## src/rtl/xclk_sar_pkg.sv

```systemverilog
package xclk_sar_pkg;

  typedef enum logic {
    SEQ_IDLE = 1'b0,
    SEQ_RUN  = 1'b1
  } seq_state_e;

  typedef struct packed {
    logic long_acq;
    logic unipolar;
  } conv_cmd_t;

endpackage

```

## src/rtl/xclk_edge_sync.sv

```systemverilog
// Brings SCLK and CS into the system clock domain and reports counted falling edges.
module xclk_edge_sync #(
  parameter int SYNC_STAGES = 2
) (
  input  logic clk,
  input  logic rst_n,
  input  logic sclk,
  input  logic cs_n,
  output logic fall_evt,
  output logic cs_on
);

  logic [SYNC_STAGES:0]   sclk_q;
  logic [SYNC_STAGES-1:0] cs_q;

  always_ff @(posedge clk or negedge rst_n) begin
    if (!rst_n) begin
      sclk_q <= '0;
      cs_q   <= '1;
    end else begin
      sclk_q <= {sclk_q[SYNC_STAGES-1:0], sclk};
      cs_q   <= {cs_q[SYNC_STAGES-2:0], cs_n};
    end
  end

  assign cs_on    = ~cs_q[SYNC_STAGES-1];
  assign fall_evt = sclk_q[SYNC_STAGES] & ~sclk_q[SYNC_STAGES-1] & cs_on;

endmodule

```

## src/rtl/xclk_seq_ctrl.sv

```systemverilog
// Frame counter, strobe and step decode for one conversion frame.
module xclk_seq_ctrl
  import xclk_sar_pkg::*;
#(
  parameter int RES_BITS    = 14,
  parameter int CMD_FALLS   = 7,
  parameter int SHORT_FRAME = 24,
  parameter int LONG_EXTRA  = 8,
  localparam int CW = $clog2(SHORT_FRAME + LONG_EXTRA + 1),
  localparam int IW = $clog2(RES_BITS)
) (
  input  logic          clk,
  input  logic          rst_n,
  input  logic          fall_evt,
  input  logic          start_req,
  input  logic          start_long,
  input  logic          start_uni,
  output logic          start_now,
  output logic          decide,
  output logic          fill,
  output logic [IW-1:0] bit_idx,
  output logic          unipolar,
  output logic          sstrb,
  output logic          conv_done
);

  localparam logic [CW-1:0] CMD_C   = CW'(CMD_FALLS);
  localparam logic [CW-1:0] EXTRA_C = CW'(LONG_EXTRA);
  localparam logic [CW-1:0] FRAME_C = CW'(SHORT_FRAME);
  localparam logic [CW-1:0] RES_C   = CW'(RES_BITS);

  seq_state_e    st_q, st_n;
  logic [CW-1:0] cnt_q, cnt_n, cnt_inc;
  conv_cmd_t     cmd_q, cmd_n, pend_cmd_q, pend_cmd_n;
  logic          pend_q, pend_n;
  logic          sstrb_q, sstrb_n;
  logic          done_q, done_n;
  logic [CW-1:0] strobe_at, frame_at, bit_diff;
  logic          run_step;
  logic          ctl_en;

  assign cnt_inc   = cnt_q + 1'b1;
  assign strobe_at = CMD_C + (cmd_q.long_acq ? EXTRA_C : '0);
  assign frame_at  = FRAME_C + (cmd_q.long_acq ? EXTRA_C : '0);
  assign bit_diff  = strobe_at + RES_C - cnt_inc;

  assign start_now = fall_evt & pend_q;
  assign run_step  = fall_evt & (st_q == SEQ_RUN) & ~pend_q;
  assign decide    = run_step & (cnt_inc > strobe_at) & (cnt_inc <= strobe_at + RES_C);
  assign fill      = run_step & ~decide;
  assign bit_idx   = bit_diff[IW-1:0];
  assign unipolar  = cmd_q.unipolar;
  assign ctl_en    = fall_evt | start_req | done_q;

  // Next-state logic
  always_comb begin
    st_n       = st_q;
    cnt_n      = cnt_q;
    cmd_n      = cmd_q;
    pend_n     = pend_q;
    pend_cmd_n = pend_cmd_q;
    sstrb_n    = sstrb_q;
    done_n     = 1'b0;

    if (start_now) begin
      st_n    = SEQ_RUN;
      cnt_n   = CMD_C;
      cmd_n   = pend_cmd_q;
      sstrb_n = pend_cmd_q.long_acq ? (EXTRA_C == '0) : 1'b1;
      pend_n  = 1'b0;
    end else if (run_step) begin
      cnt_n   = cnt_inc;
      sstrb_n = (cnt_inc == strobe_at);
      if (cnt_inc == frame_at) begin
        st_n    = SEQ_IDLE;
        done_n  = 1'b1;
        sstrb_n = 1'b0;
      end
    end else if (fall_evt) begin
      sstrb_n = 1'b0;
    end

    if (start_req) begin
      pend_n              = 1'b1;
      pend_cmd_n.long_acq = start_long;
      pend_cmd_n.unipolar = start_uni;
    end
  end

  // State registers
  always_ff @(posedge clk or negedge rst_n) begin
    if (!rst_n) begin
      st_q       <= SEQ_IDLE;
      cnt_q      <= '0;
      cmd_q      <= '0;
      pend_q     <= 1'b0;
      pend_cmd_q <= '0;
      sstrb_q    <= 1'b0;
      done_q     <= 1'b0;
    end else if (ctl_en) begin
      st_q       <= st_n;
      cnt_q      <= cnt_n;
      cmd_q      <= cmd_n;
      pend_q     <= pend_n;
      pend_cmd_q <= pend_cmd_n;
      sstrb_q    <= sstrb_n;
      done_q     <= done_n;
    end
  end

  assign sstrb     = sstrb_q;
  assign conv_done = done_q;

endmodule

```

## src/rtl/xclk_sar_reg.sv

```systemverilog
// Trial-code register and serial output bit.
module xclk_sar_reg #(
  parameter int RES_BITS = 14,
  localparam int IW = $clog2(RES_BITS)
) (
  input  logic                clk,
  input  logic                rst_n,
  input  logic                start_now,
  input  logic                decide,
  input  logic                fill,
  input  logic [IW-1:0]       bit_idx,
  input  logic                unipolar,
  input  logic                comp_hi,
  output logic [RES_BITS-1:0] code,
  output logic                dout
);

  localparam logic [IW-1:0] TOP_IDX = IW'(RES_BITS - 1);

  logic [RES_BITS-1:0] code_q, code_n;
  logic                dout_q, dout_n;
  logic                msb_flip;
  logic                reg_en;

  assign msb_flip = ~unipolar & (bit_idx == TOP_IDX);
  assign reg_en   = start_now | decide | fill;

  always_comb begin
    code_n = code_q;
    dout_n = dout_q;
    if (start_now) begin
      code_n               = '0;
      code_n[RES_BITS-1]   = 1'b1;
      dout_n               = 1'b0;
    end else if (decide) begin
      for (int i = 0; i < RES_BITS; i++) begin
        if (i == int'(bit_idx)) begin
          code_n[i] = comp_hi;
        end else if (i + 1 == int'(bit_idx)) begin
          code_n[i] = 1'b1;
        end
      end
      dout_n = comp_hi ^ msb_flip;
    end else if (fill) begin
      dout_n = 1'b0;
    end
  end

  always_ff @(posedge clk or negedge rst_n) begin
    if (!rst_n) begin
      code_q <= '0;
      dout_q <= 1'b0;
    end else if (reg_en) begin
      code_q <= code_n;
      dout_q <= dout_n;
    end
  end

  assign code = code_q;
  assign dout = dout_q;

endmodule

```

## src/rtl/xclk_sar_seq.sv

```systemverilog
// Top: external-clock paced SAR conversion sequencer.
module xclk_sar_seq #(
  parameter int RES_BITS    = 14,
  parameter int CMD_FALLS   = 7,
  parameter int SHORT_FRAME = 24,
  parameter int LONG_EXTRA  = 8,
  parameter int SYNC_STAGES = 2
) (
  input  logic                clk,
  input  logic                rst_n,
  input  logic                sclk,
  input  logic                cs_n,
  input  logic                start_req,
  input  logic                start_long,
  input  logic                start_uni,
  input  logic                comp_hi,
  output logic                dout,
  output logic                dout_oe,
  output logic                sstrb,
  output logic                sstrb_oe,
  output logic [RES_BITS-1:0] sar_code,
  output logic                conv_done
);

  localparam int IW = $clog2(RES_BITS);

  logic [1:0]    rst_pipe_q;
  logic          rst_sync_n;
  logic          fall_evt;
  logic          cs_on;
  logic          start_now;
  logic          decide;
  logic          fill;
  logic [IW-1:0] bit_idx;
  logic          unipolar;

  // Asynchronous assert, synchronous release
  always_ff @(posedge clk or negedge rst_n) begin
    if (!rst_n) begin
      rst_pipe_q <= '0;
    end else begin
      rst_pipe_q <= {rst_pipe_q[0], 1'b1};
    end
  end
  assign rst_sync_n = rst_pipe_q[1];

  xclk_edge_sync #(
    .SYNC_STAGES (SYNC_STAGES)
  ) edge_i (
    .clk      (clk),
    .rst_n    (rst_sync_n),
    .sclk     (sclk),
    .cs_n     (cs_n),
    .fall_evt (fall_evt),
    .cs_on    (cs_on)
  );

  xclk_seq_ctrl #(
    .RES_BITS    (RES_BITS),
    .CMD_FALLS   (CMD_FALLS),
    .SHORT_FRAME (SHORT_FRAME),
    .LONG_EXTRA  (LONG_EXTRA)
  ) ctrl_i (
    .clk        (clk),
    .rst_n      (rst_sync_n),
    .fall_evt   (fall_evt),
    .start_req  (start_req),
    .start_long (start_long),
    .start_uni  (start_uni),
    .start_now  (start_now),
    .decide     (decide),
    .fill       (fill),
    .bit_idx    (bit_idx),
    .unipolar   (unipolar),
    .sstrb      (sstrb),
    .conv_done  (conv_done)
  );

  xclk_sar_reg #(
    .RES_BITS (RES_BITS)
  ) sar_i (
    .clk       (clk),
    .rst_n     (rst_sync_n),
    .start_now (start_now),
    .decide    (decide),
    .fill      (fill),
    .bit_idx   (bit_idx),
    .unipolar  (unipolar),
    .comp_hi   (comp_hi),
    .code      (sar_code),
    .dout      (dout)
  );

  assign dout_oe  = cs_on;
  assign sstrb_oe = cs_on;

endmodule

```

## config.mk

```make
export PLATFORM = sky130hd
export DESIGN_NAME = xclk_sar_seq
export DESIGN_NICKNAME = d
export VERILOG_FILES = /design/src/rtl/xclk_sar_pkg.sv /design/src/rtl/xclk_edge_sync.sv /design/src/rtl/xclk_seq_ctrl.sv /design/src/rtl/xclk_sar_reg.sv /design/src/rtl/xclk_sar_seq.sv
export SDC_FILE = /design/constraint.sdc
export NUM_CORES = 1
export LEC_CHECK = 0
export ABC_AREA = 1
export BUFFER_PORTS_ARGS = -buffer_cell sky130_fd_sc_hd__buf_2
export CAP_MARGIN = 10
export CORE_ASPECT_RATIO = 1.1
export CORE_MARGIN = 4
export CORE_UTILIZATION = 61
export CTS_BUF_LIST = sky130_fd_sc_hd__clkbuf_16
export CTS_CLUSTER_SIZE = 16
export DETAILED_ROUTE_END_ITERATION = 8
export PLACE_DENSITY = 0.81
export SLEW_MARGIN = 20
export SYNTH_ARGS = -nofsm -noshare
export SYNTH_HDL_FRONTEND = slang
export SYNTH_HIERARCHICAL = 1
export SYNTH_SLANG_ARGS = --single-unit
```

## constraint.sdc

```tcl
create_clock -name clk -period 2.1 [get_ports clk]
set_clock_uncertainty 0.15 [all_clocks]
set_input_delay 0.42 -clock clk [delete_from_list [all_inputs] [get_ports clk]]
set_output_delay 0.42 -clock clk [all_outputs]
set_load 0.02 [all_outputs]
```

== Word-level counts from Yosys, hierarchy flattened ==
Cells that the tools add are included.
Widths: inputs -> output; s select.

* Output and inout port bits: 19
* Flip-flop bits (word level): 36
* Input port bits: 8

* Add/subtract/negate cells: 5
* Magnitude comparators: 2
* Reductions and logical operators: 42
* Mux-type cells: 49
* Equal/unequal tests: 17
* Bitwise gates (word level): 19

{| class="wikitable"
|+ Operator list
! operator !! count
|-
| $reduce_bool 3->1 || 16
|-
| $reduce_and 3->1 || 15
|-
| $mux 1 || 44
|-
| $eq 4x4->1 const A || 8
|-
| $mux 14 || 2
|-
| $eq 3x4->1 const A || 4
|-
| $eq 6x6->1 || 2
|-
| $mux 6 || 2
|-
| $reduce_and 2->1 || 6
|-
| $and 1x1->1 || 9
|-
| $eq 2x4->1 const A || 2
|-
| $reduce_bool 2->1 || 4
|-
| $add 3x6->6 const A || 1
|-
| $add 5x6->6 const A || 1
|-
| $add 6x1->6 const B || 1
|-
| $add 6x4->6 const B || 1
|-
| $gt 6x6->1 || 1
|-
| $le 6x6->1 || 1
|-
| $not 1->1 || 5
|-
| $eq 4x4->1 const B || 1
|-
| $logic_not 4->1 || 1
|-
| $mux 4 || 1
|-
| $or 1x1->1 || 4
|-
| $sub 4x4->4 || 1
|-
| $xor 1x1->1 || 1
|}

== Depth between registers and ports, before layout ==
Gate-level depths: netlist of run 1.

* Depth after elaboration: 12
* Depth in mapped cells: 15
* Mapped depth without buffers: 14

== Modules after synthesis ==
Netlist of run 1, hierarchy kept.

{| class="wikitable"
|+ Modules (own cells, without submodules)
! module !! cells each !! area each (sq um) !! sequential area each (sq um) !! times used
|-
| xclk_sar_reg || 157 || 1006.0 || 375.4 || 1
|-
| xclk_seq_ctrl || 103 || 855.8 || 350.3 || 1
|-
| xclk_edge_sync || 9 || 145.1 || 127.6 || 1
|-
| xclk_sar_seq || 4 || 61.3 || 50.0 || 1
|}

== Least setup slack after synthesis of run 1 ==
OpenSTA, ideal clock, no wires.

* Kind: flip-flop to flip-flop
* Start point: reg ctrl_i.cnt_q[0]
* End point: reg sar_i.code_q[1] (netlist: sar_i/code[1])
* Path buffers: 1
* Period minus slack after synthesis: 2519 ps
* Cell stages (with the launch flop): 15
* Library setup time: 118 ps
* Slack: -419 ps
* Arrival time: 2252 ps
* Cells stage by stage: dfrtp_1 nand3_2 xor2_1 inv_1 ha_1 inv_1 nor3_1 nand4_1 a21oi_1 nor2_1 inv_1 clkbuf_1 nand2_1 nand2_1 nand2_1

* Cells in the longest elaborated chain, start to end: 8
* Elaborated cells between the ends (all ways): 18
* Classes of those cells: 2 x add/sub; 2 x order compare; 2 x eq/ne; 3 x mux; 6 x bitwise; 3 x reduce/logical

{| class="wikitable"
|+ Ends and longest elaborated chain
! element !! RTL line !! RTL
|-
| start, declared || xclk_seq_ctrl.sv:33 || <nowiki>logic [CW-1:0] cnt_q, cnt_n, cnt_inc;</nowiki>
|-
| start signal, assigned || xclk_seq_ctrl.sv:102 || <nowiki>cnt_q <= cnt_n;</nowiki>
|-
| $add 6x1->6 * || xclk_seq_ctrl.sv:42 || <nowiki>assign cnt_inc = cnt_q + 1'b1;</nowiki>
|-
| $gt 6x6->1 || xclk_seq_ctrl.sv:49 || <nowiki>assign decide = run_step & (cnt_inc > strobe_at) & (cnt_inc <= strobe_at + RES_C);</nowiki>
|-
| $and 1x1->1 || xclk_seq_ctrl.sv:49 ||
|-
| $and 1x1->1 * || xclk_seq_ctrl.sv:49 ||
|-
| net decide || xclk_sar_seq.sv:32 || <nowiki>logic decide;</nowiki>
|-
| $not 1->1 || xclk_seq_ctrl.sv:50 || <nowiki>assign fill = run_step & ~decide;</nowiki>
|-
| $and 1x1->1 || xclk_seq_ctrl.sv:50 ||
|-
| $or 1x1->1 || xclk_sar_reg.sv:26 || <nowiki>assign reg_en = start_now | decide | fill;</nowiki>
|-
| $reduce_and 3->1 (no source line) * || - ||
|-
| end signal, assigned || xclk_sar_reg.sv:54 || <nowiki>code_q <= code_n;</nowiki>
|-
| end, declared || xclk_sar_reg.sv:20 || <nowiki>logic [RES_BITS-1:0] code_q, code_n;</nowiki>
|}

The timed path passes the listed nets; every way through them passes the cells marked *. The select of a mux whose other input is x is not followed.
A chain may end at the register's enable or synchronous reset.

== Final worst setup path of run 1 ==
* Start point: reg ctrl_i.cnt_q[0]
* End point: reg sar_i.code_q[10] (netlist: sar_i/code[10])

* Elaborated cells between the ends (all ways): 18
* Classes of those cells: 2 x add/sub; 2 x order compare; 2 x eq/ne; 3 x mux; 6 x bitwise; 3 x reduce/logical

{| class="wikitable"
|+ RTL lines
! element !! RTL line !! RTL
|-
| $add 6x1->6 * || xclk_seq_ctrl.sv:42 ||
|-
| $sub 4x4->4 * || xclk_seq_ctrl.sv:45 || <nowiki>assign bit_diff = strobe_at + RES_C - cnt_inc;</nowiki>
|-
| net bit_idx[3] || xclk_sar_seq.sv:34 || <nowiki>logic [IW-1:0] bit_idx;</nowiki>
|-
| $eq 4x4->1 || xclk_sar_reg.sv:37 || <nowiki>if (i == int'(bit_idx)) begin</nowiki>
|-
| $mux 1 || xclk_sar_reg.sv:37 ||
|-
| $mux 14 || xclk_sar_reg.sv:35 || <nowiki>end else if (decide) begin</nowiki>
|-
| $mux 14 || xclk_sar_reg.sv:31 || <nowiki>if (start_now) begin</nowiki>
|}

Marks and branches as above.

==> results of run 1 <==
-- report_power, final --
part           internal [mW]  switching [mW]
clock                  0.430           0.272
combinational          0.843            1.38
sequential             0.874           0.103
-- flip-flops by register name (all words and copies together) (netlist names) --
| name | count |
|---|---|
| sar_i/dout | 1 |
| ctrl_i/conv_done | 1 |
| edge_i/cs_q | 2 |
| edge_i/sclk_q | 3 |
| ctrl_i/unipolar | 1 |
| ctrl_i/pend_q | 1 |
| ctrl_i/cmd_q | 1 |
| sar_i/code | 14 |
| ctrl_i/st_q | 1 |
| rst_pipe_q | 2 |
| ctrl_i/pend_cmd_q | 2 |
| ctrl_i/sstrb | 1 |
| ctrl_i/cnt_q | 6 |
-- cell type report --
class | count | area (sq um) | share of cell area (%)
multi-input cells | 192 | 1060 | 38.9
flip-flops and latches | 36 | 903 | 33.2
repair buffers | 58 | 433 | 15.9
inverters | 38 | 144 | 5.29
clock buffers | 5 | 125 | 4.60
well taps | 34 | 42.5 | 1.56
clock inverters | 3 | 13.8 | 0.506
-- metrics by stage --
step | utilization, % | setup TNS, ns | instances | worst slack, ns
floorplan | - | -2.29 | 273 | -0.160
global placement | 77.3 | -2.18 | 350 | -0.169
detailed placement | 77.3 | -3.03 | 350 | -0.232
CTS | 83.2 | -3.14 | 362 | -0.227
global route | 86.3 | -6.28 | 366 | -0.481
finish | 86.3 | -3.76 | 366 | -0.305
-- layout by cell type, fill, tap and decap left out, drive strengths merged --
cell type | netlist | final
a21oi | 11 | 11
and3 | 1 | 1
buf | 5 | 55
clkbuf | 2 | 7
clkinv | 2 | 5
conb | 1 | 1
dfrtp | 34 | 34
dfstp | 2 | 2
dlygate4sd3 | 0 | 1
ha | 5 | 5
inv | 36 | 36
mux2 | 1 | 1
nand2 | 85 | 85
nand3 | 48 | 48
nand4 | 3 | 3
nor2 | 21 | 21
nor3 | 1 | 1
o21ai | 9 | 9
o21bai | 2 | 2
o22ai | 2 | 2
xnor2 | 1 | 1
xor2 | 1 | 1
-- critical path: cells and delay by family (launching register included) --
family                   cells  cell delay (ns)
flip-flops                   1             0.41
buffers and inverters        3             0.30
adder cells (fa/ha/maj)      1             0.25
XOR/XNOR                     2             0.44
AND/OR/NAND/NOR              7             0.73
-- worst max-delay path by stage --
| stage | slack, ns | endpoint | start | depth (start not counted) |
|---|---|---|---|---|
| 3_5_place_dp | -0.23 | sar_i/code[5]$_DFFE_PN0P_ | ctrl_i/cnt_q[0]$_DFFE_PN0P_ | 13 |
| 6_report | -0.31 | sar_i/code[10]$_DFFE_PN0P_ | ctrl_i/cnt_q[0]$_DFFE_PN0P_ | 13 |
| 5_1_grt | -0.48 | sar_i/code[8]$_DFFE_PN0P_ | ctrl_i/cnt_q[0]$_DFFE_PN0P_ | 13 |
| 2_1_floorplan | -0.16 | sar_i/code[7]$_DFFE_PN0P_ | ctrl_i/cnt_q[2]$_DFFE_PN0P_ | 14 |
| 3_3_place_gp | -0.17 | sar_i/code[5]$_DFFE_PN0P_ | ctrl_i/cnt_q[0]$_DFFE_PN0P_ | 13 |
| 4_1_cts | -0.23 | sar_i/code[5]$_DFFE_PN0P_ | ctrl_i/cnt_q[0]$_DFFE_PN0P_ | 14 |
-- timing repair --
item,CTS,global route
pin swaps,0,6
buffers inserted,3,2
hold endpoints to repair,2,0
setup endpoints to repair,15,15
gates resized for setup,4,13
cloned,0,2
hold buffers,1,0
-- layer usage --
metal  share of wire, %  track usage, %  vias up
met4                2.3            8.87        0
met2                 49            37.0       79
met1                 42            29.1      951
met3                7.3            4.87       14
li1                   -               -      980
met5                  0               0        -
-- cell families after synthesis --
family	Yosys count	synth area share [%]
adder cells (fa/ha/maj)	5	3.02
AND/OR/NAND/NOR	159	36.1
flip-flops	36	43.7
AO/OA/AOI/OAI	24	6.90
other	1	0.181
buffers and inverters	45	8.77
multiplexers	1	0.544
XOR/XNOR	2	0.847
==> out/qor.txt, run 1 <==
drt drc: 0
TritonCTS clock tree: built
Overall Global Routing Usage: 22.6%
Critical Path End Type: register
VDD IR max: 0.799 mV
synth cell count leaders: 81 x nand2_1, 45 x nand3_1, 34 x dfrtp_1, 32 x inv_1, 12 x nor2_1
GR Overflow Total: 0
Area growth syn-to-layout: 31.5%
Clock Root Buffer: clkbuf_16
FF-to-FF Start: ctrl_i/cnt_q[0]$_DFFE_PN0P_
Synth Flop Type: dfrtp_1
max-cap viol count: 0
hold crit path type: reg -> async
fmax: 0.416 GHz
slew of the pin with the lowest slew margin: 0.620 ns
Mapped Cells: 273
CTS max path bufs: 2
Fillers: 182
register area share after synthesis: 43.7%
Async SR Flop Fraction: 100%
dpl cell area: 2440 sq um
final worst path period share: 115%
Hold Fails Final Rpt: 0
via count: 2024
# IOs: 27
Reg2Reg Setup Slack: -0.31 ns
proportion of layout cells with a drive suffix above 1: 33.7%
Slew HR: 58.6%
syn_area_per_cell: 7.58 sq um
Vias/cell: 5.53
Yosys reg bits: 36
total CTS buffers: 5
Final Power: 3.90 mW
Die Y: 69.1 microns
Core Rows: 21
worst r2r dst: sar_i/code[10]$_DFFE_PN0P_
crit start category: register
number of flops mapped to enable cells by yosys: 0
clk slew on worst S/H paths: 0.05 ns
Power Density: 1430 nW/um^2
gpl congestion: 0.858
Die Wd: 63.5 microns
synth unique cells: 33
violated checks: negative setup slack
Netlist Area Pre-Place: 2070 sq um
crit path max fanout: 7
Synth area leaders: dfrtp_1 41%, nand2_1 15%, nand3_1 11%
run status: finished, violations left
htree depth: 2
Core Box Area: 3150 sq um
Avg WL per Cell: 13.9 microns
data required time of the critical path: 2.12 ns
Sink Count: 36
TritonRoute pass-1 iters: 5
share of the synthesized area in the top cell type: 41.1%
reg2reg path depth: 13
area of the die: 4390 sq um
CP max stage cell: dfrtp_1
Syn. warnings: 6
PortBufs: 26
number of diodes: 0
Synth area leader: dfrtp_1
largest net degree at the start of global routing: 23
CP Cell Sequence: nand3_2 -> xor2_2 -> inv_2 -> ha_4 -> buf_4 -> xnor2_2 -> inv_2 -> nor2_4 -> nand2_1 -> nand3_1 -> nand2_1 -> nand2_1 -> nand2_1
insertion delay to the later sink of the worst-skew pair: 0.28 ns
crit path time final: 2.41 ns
P_leak: 1.44 nW
final setup fails: 15
vias in the first global route: 1873
crit-path most repeated cell: nand2_1
worst setup margin: -0.305 ns
most common cell in the netlist: nand2_1
Final #Nets: 344
first-pass GRT wire length: 7.98 mm
Critical Path AT: 2.43 ns
ANT nets after route: 0
initial antenna violation count: 0
Pins Over Slew Limit: 0
RSZ-0062 raised after global routing: true
Fin Hold WS: 0.0876 ns
Post-Syn Nets: 286
design area: 2720 sq um
Starting DRT DRC Count: 185
Initial Util: 65.6%
CP peak stage delay: 0.41 ns
hpwl dp: 3.31 mm
WS Path Type: reg -> reg
Routed WL: 5.09 mm
No activity file was read; power rests on OpenSTA's default activity.
==> inputs of run 2 (changes only) <==
CTS_BUF_LIST = not set   (was sky130_fd_sc_hd__clkbuf_16)
CTS_CLUSTER_SIZE = not set   (was 16)
==> out/qor.txt, run 2 (synthesis gave the netlist of run 1 again) <==
Critical Path End Type: register
ANT nets after route: 0
Overall Global Routing Usage: 22.7%
area of the die: 4390 sq um
run status: finished, violations left
Sink Count: 36
CP max stage cell: dfrtp_1
Hold Path End: edge_i/sclk_q[0]$_DFF_PN0_
gpl congestion: 0.858
FF-to-FF Start: ctrl_i/cnt_q[0]$_DFFE_PN0P_
slew of the pin with the lowest slew margin: 0.594 ns
Reg2Reg Setup Slack: -0.26 ns
Final #Nets: 344
Worst Hold Depth: 1
Pins Over Slew Limit: 0
largest net degree at the start of global routing: 23
hpwl dp: 3.31 mm
max FFs per register: 14
Initial Util: 65.6%
number of diodes: 0
NetSw: 1.71 mW
RSZ-0062 raised after global routing: true
final worst path period share: 112%
via count: 1985
CTS max path bufs: 2
reg2reg path depth: 14
Starting DRT DRC Count: 121
VDD IR max: 0.810 mV
max-cap viol count: 0
vias in the first global route: 1867
TritonCTS clock tree: built
initial antenna violation count: 0
Vias/cell: 5.42
worst r2r dst: sar_i/dout$_DFFE_PN0P_
proportion of layout cells with a drive suffix above 1: 34.3%
critical path's top delay family: simple AND/OR/NAND/NOR gates
Gate power share: 62.4%
PortBufs: 26
hold crit path type: in -> reg
crit-path most repeated cell: inv_2
Critical Path AT: 2.45 ns
P_leak: 1.40 nW
design area: 2670 sq um
clk slew on worst S/H paths: 0.11 ns
Slew HR: 60.4%
# IOs: 27
Clock power frac: 10.8%
Area growth syn-to-layout: 28.9%
commonest non-fill, non-tap cell in the layout: nand2_1
Clock Root Buffer: clkbuf_4
crit start category: register
violated checks: negative setup slack
GR Overflow Total: 0
CP peak stage delay: 0.44 ns
most frequent cells in the layout: 79 x nand2_1, 42 x nand3_1, 34 x dfrtp_1
dpl cell area: 2440 sq um
Routed WL: 4.88 mm
hold path start: sclk
internal power: 1.93 mW
crit path max fanout: 10
Die Y: 69.1 microns
Avg WL per Cell: 13.3 microns
Hold Fails Final Rpt: 0
Buf+Inv Stages, Crit Path: 4
TritonRoute pass-1 iters: 4
Die Wd: 63.5 microns
total CTS buffers: 5
Power Density: 1370 nW/um^2
first-pass GRT wire length: 7.98 mm
insertion delay to the later sink of the worst-skew pair: 0.36 ns
worst setup margin: -0.257 ns
Core Box Area: 3150 sq um
Fillers: 198
final setup fails: 15
Core Rows: 21
WS Path Type: reg -> reg
crit path time final: 2.36 ns
fmax: 0.424 GHz
htree depth: 2
Sw Share: 47.0%
sequential share of power: 26.8%
data required time of the critical path: 2.19 ns
Final Power: 3.65 mW
CP Cell Sequence: nand3_2 -> xor2_2 -> inv_2 -> ha_4 -> inv_2 -> nor3_4 -> nand4_1 -> a21oi_2 -> nor2_1 -> inv_2 -> clkbuf_16 -> nor2_1 -> nand2_1 -> nand2_1
drt drc: 0
[run 2: cell types whose count changed in the layout (fill, tap and decap cells not counted), moves of 2 or more]
cell	before	now
clkbuf_16	7	1
clkbuf_4	0	5
nand3_1	45	42
nand3_2	3	6
nand2_1	77	79
nand2_2	7	5
[run 2: worst reg2reg max path, stage by stage, from the launching register on]
cell and delay (ns):
dfrtp_1 0.44, nand3_2 0.12, xor2_2 0.16, inv_2 0.06, ha_4 0.28, inv_2 0.05
nor3_4 0.13, nand4_1 0.15, a21oi_2 0.21, nor2_1 0.08, inv_2 0.10, clkbuf_16 0.17
nor2_1 0.04, nand2_1 0.05, nand2_1 0.05
[run 2: layout make-up]
type                    instances  area, sq um  area share (%)
repair buffers                 58          422            15.8
clock buffers                   6         51.3            1.92
multi-input cells             192         1090            41.0
well taps                      34         42.5            1.60
clock inverters                 2         10.0           0.375
flip-flops and latches         36          903            33.9
inverters                      38          144            5.40
[run 2: how the worst max path moves through the flow]
stage                                 end  depth (start not counted)                   startpoint  slack, ns
2_1_floorplan   sar_i/code[7]$_DFFE_PN0P_                         14  ctrl_i/cnt_q[2]$_DFFE_PN0P_      -0.16
3_3_place_gp    sar_i/code[5]$_DFFE_PN0P_                         13  ctrl_i/cnt_q[0]$_DFFE_PN0P_      -0.17
3_5_place_dp    sar_i/code[5]$_DFFE_PN0P_                         13  ctrl_i/cnt_q[0]$_DFFE_PN0P_      -0.23
4_1_cts        sar_i/code[10]$_DFFE_PN0P_                         13  ctrl_i/cnt_q[0]$_DFFE_PN0P_      -0.21
5_1_grt         sar_i/code[5]$_DFFE_PN0P_                         14  ctrl_i/cnt_q[0]$_DFFE_PN0P_      -0.41
6_report           sar_i/dout$_DFFE_PN0P_                         14  ctrl_i/cnt_q[0]$_DFFE_PN0P_      -0.26
[run 2: power groups by stage]
stage / Combinational (mW) / Sequential [mW] / Clock (mW)
6_report: 2.27 / 0.978 / 0.394
5_1_grt: 2.48 / 1.00 / 0.438
4_1_cts: 2.13 / 0.976 / 0.399
3_5_place_dp: 1.99 / 0.988 / 0
3_3_place_gp: 1.94 / 0.982 / 0
2_1_floorplan: 1.20 / 1.16 / 0
[run 2: per-stage QoR]
step                setup WS (ns)  TNS (ns)  cells  hold slack, ns  utilization, %
floorplan                  -0.160     -2.29    273         -0.0256               -
global placement           -0.169     -2.18    350          0.0605            77.3
detailed placement         -0.232     -3.03    350          0.0618            77.3
CTS                        -0.212     -2.98    363         0.00354            82.1
global route               -0.410     -5.86    366        -0.00272            84.6
finish                     -0.257     -3.54    366          0.0231            84.6
[run 2: metal layers]
| metal | routed length (microns) | vias to the layer above | track usage (%) |
|---|---|---|---|
| met3 | 312 | 11 | 4.55 |
| met5 | 0 | - | 0 |
| met1 | 2060 | 924 | 29.5 |
| met2 | 2410 | 68 | 36.1 |
| met4 | 98 | 0 | 10.6 |
| li1 | - | 982 | - |
[run 2: repair_timing]
| item | 4_1_cts | 5_1_grt |
|---|---|---|
| gates resized for setup | 10 | 12 |
| hold buffers | 1 | 1 |
| setup buffers | 4 | 1 |
| setup endpoints to repair | 15 | 15 |
| pin swaps | 0 | 4 |
| cloned | 0 | 1 |
| endpoints found under the hold margin | 2 | 1 |
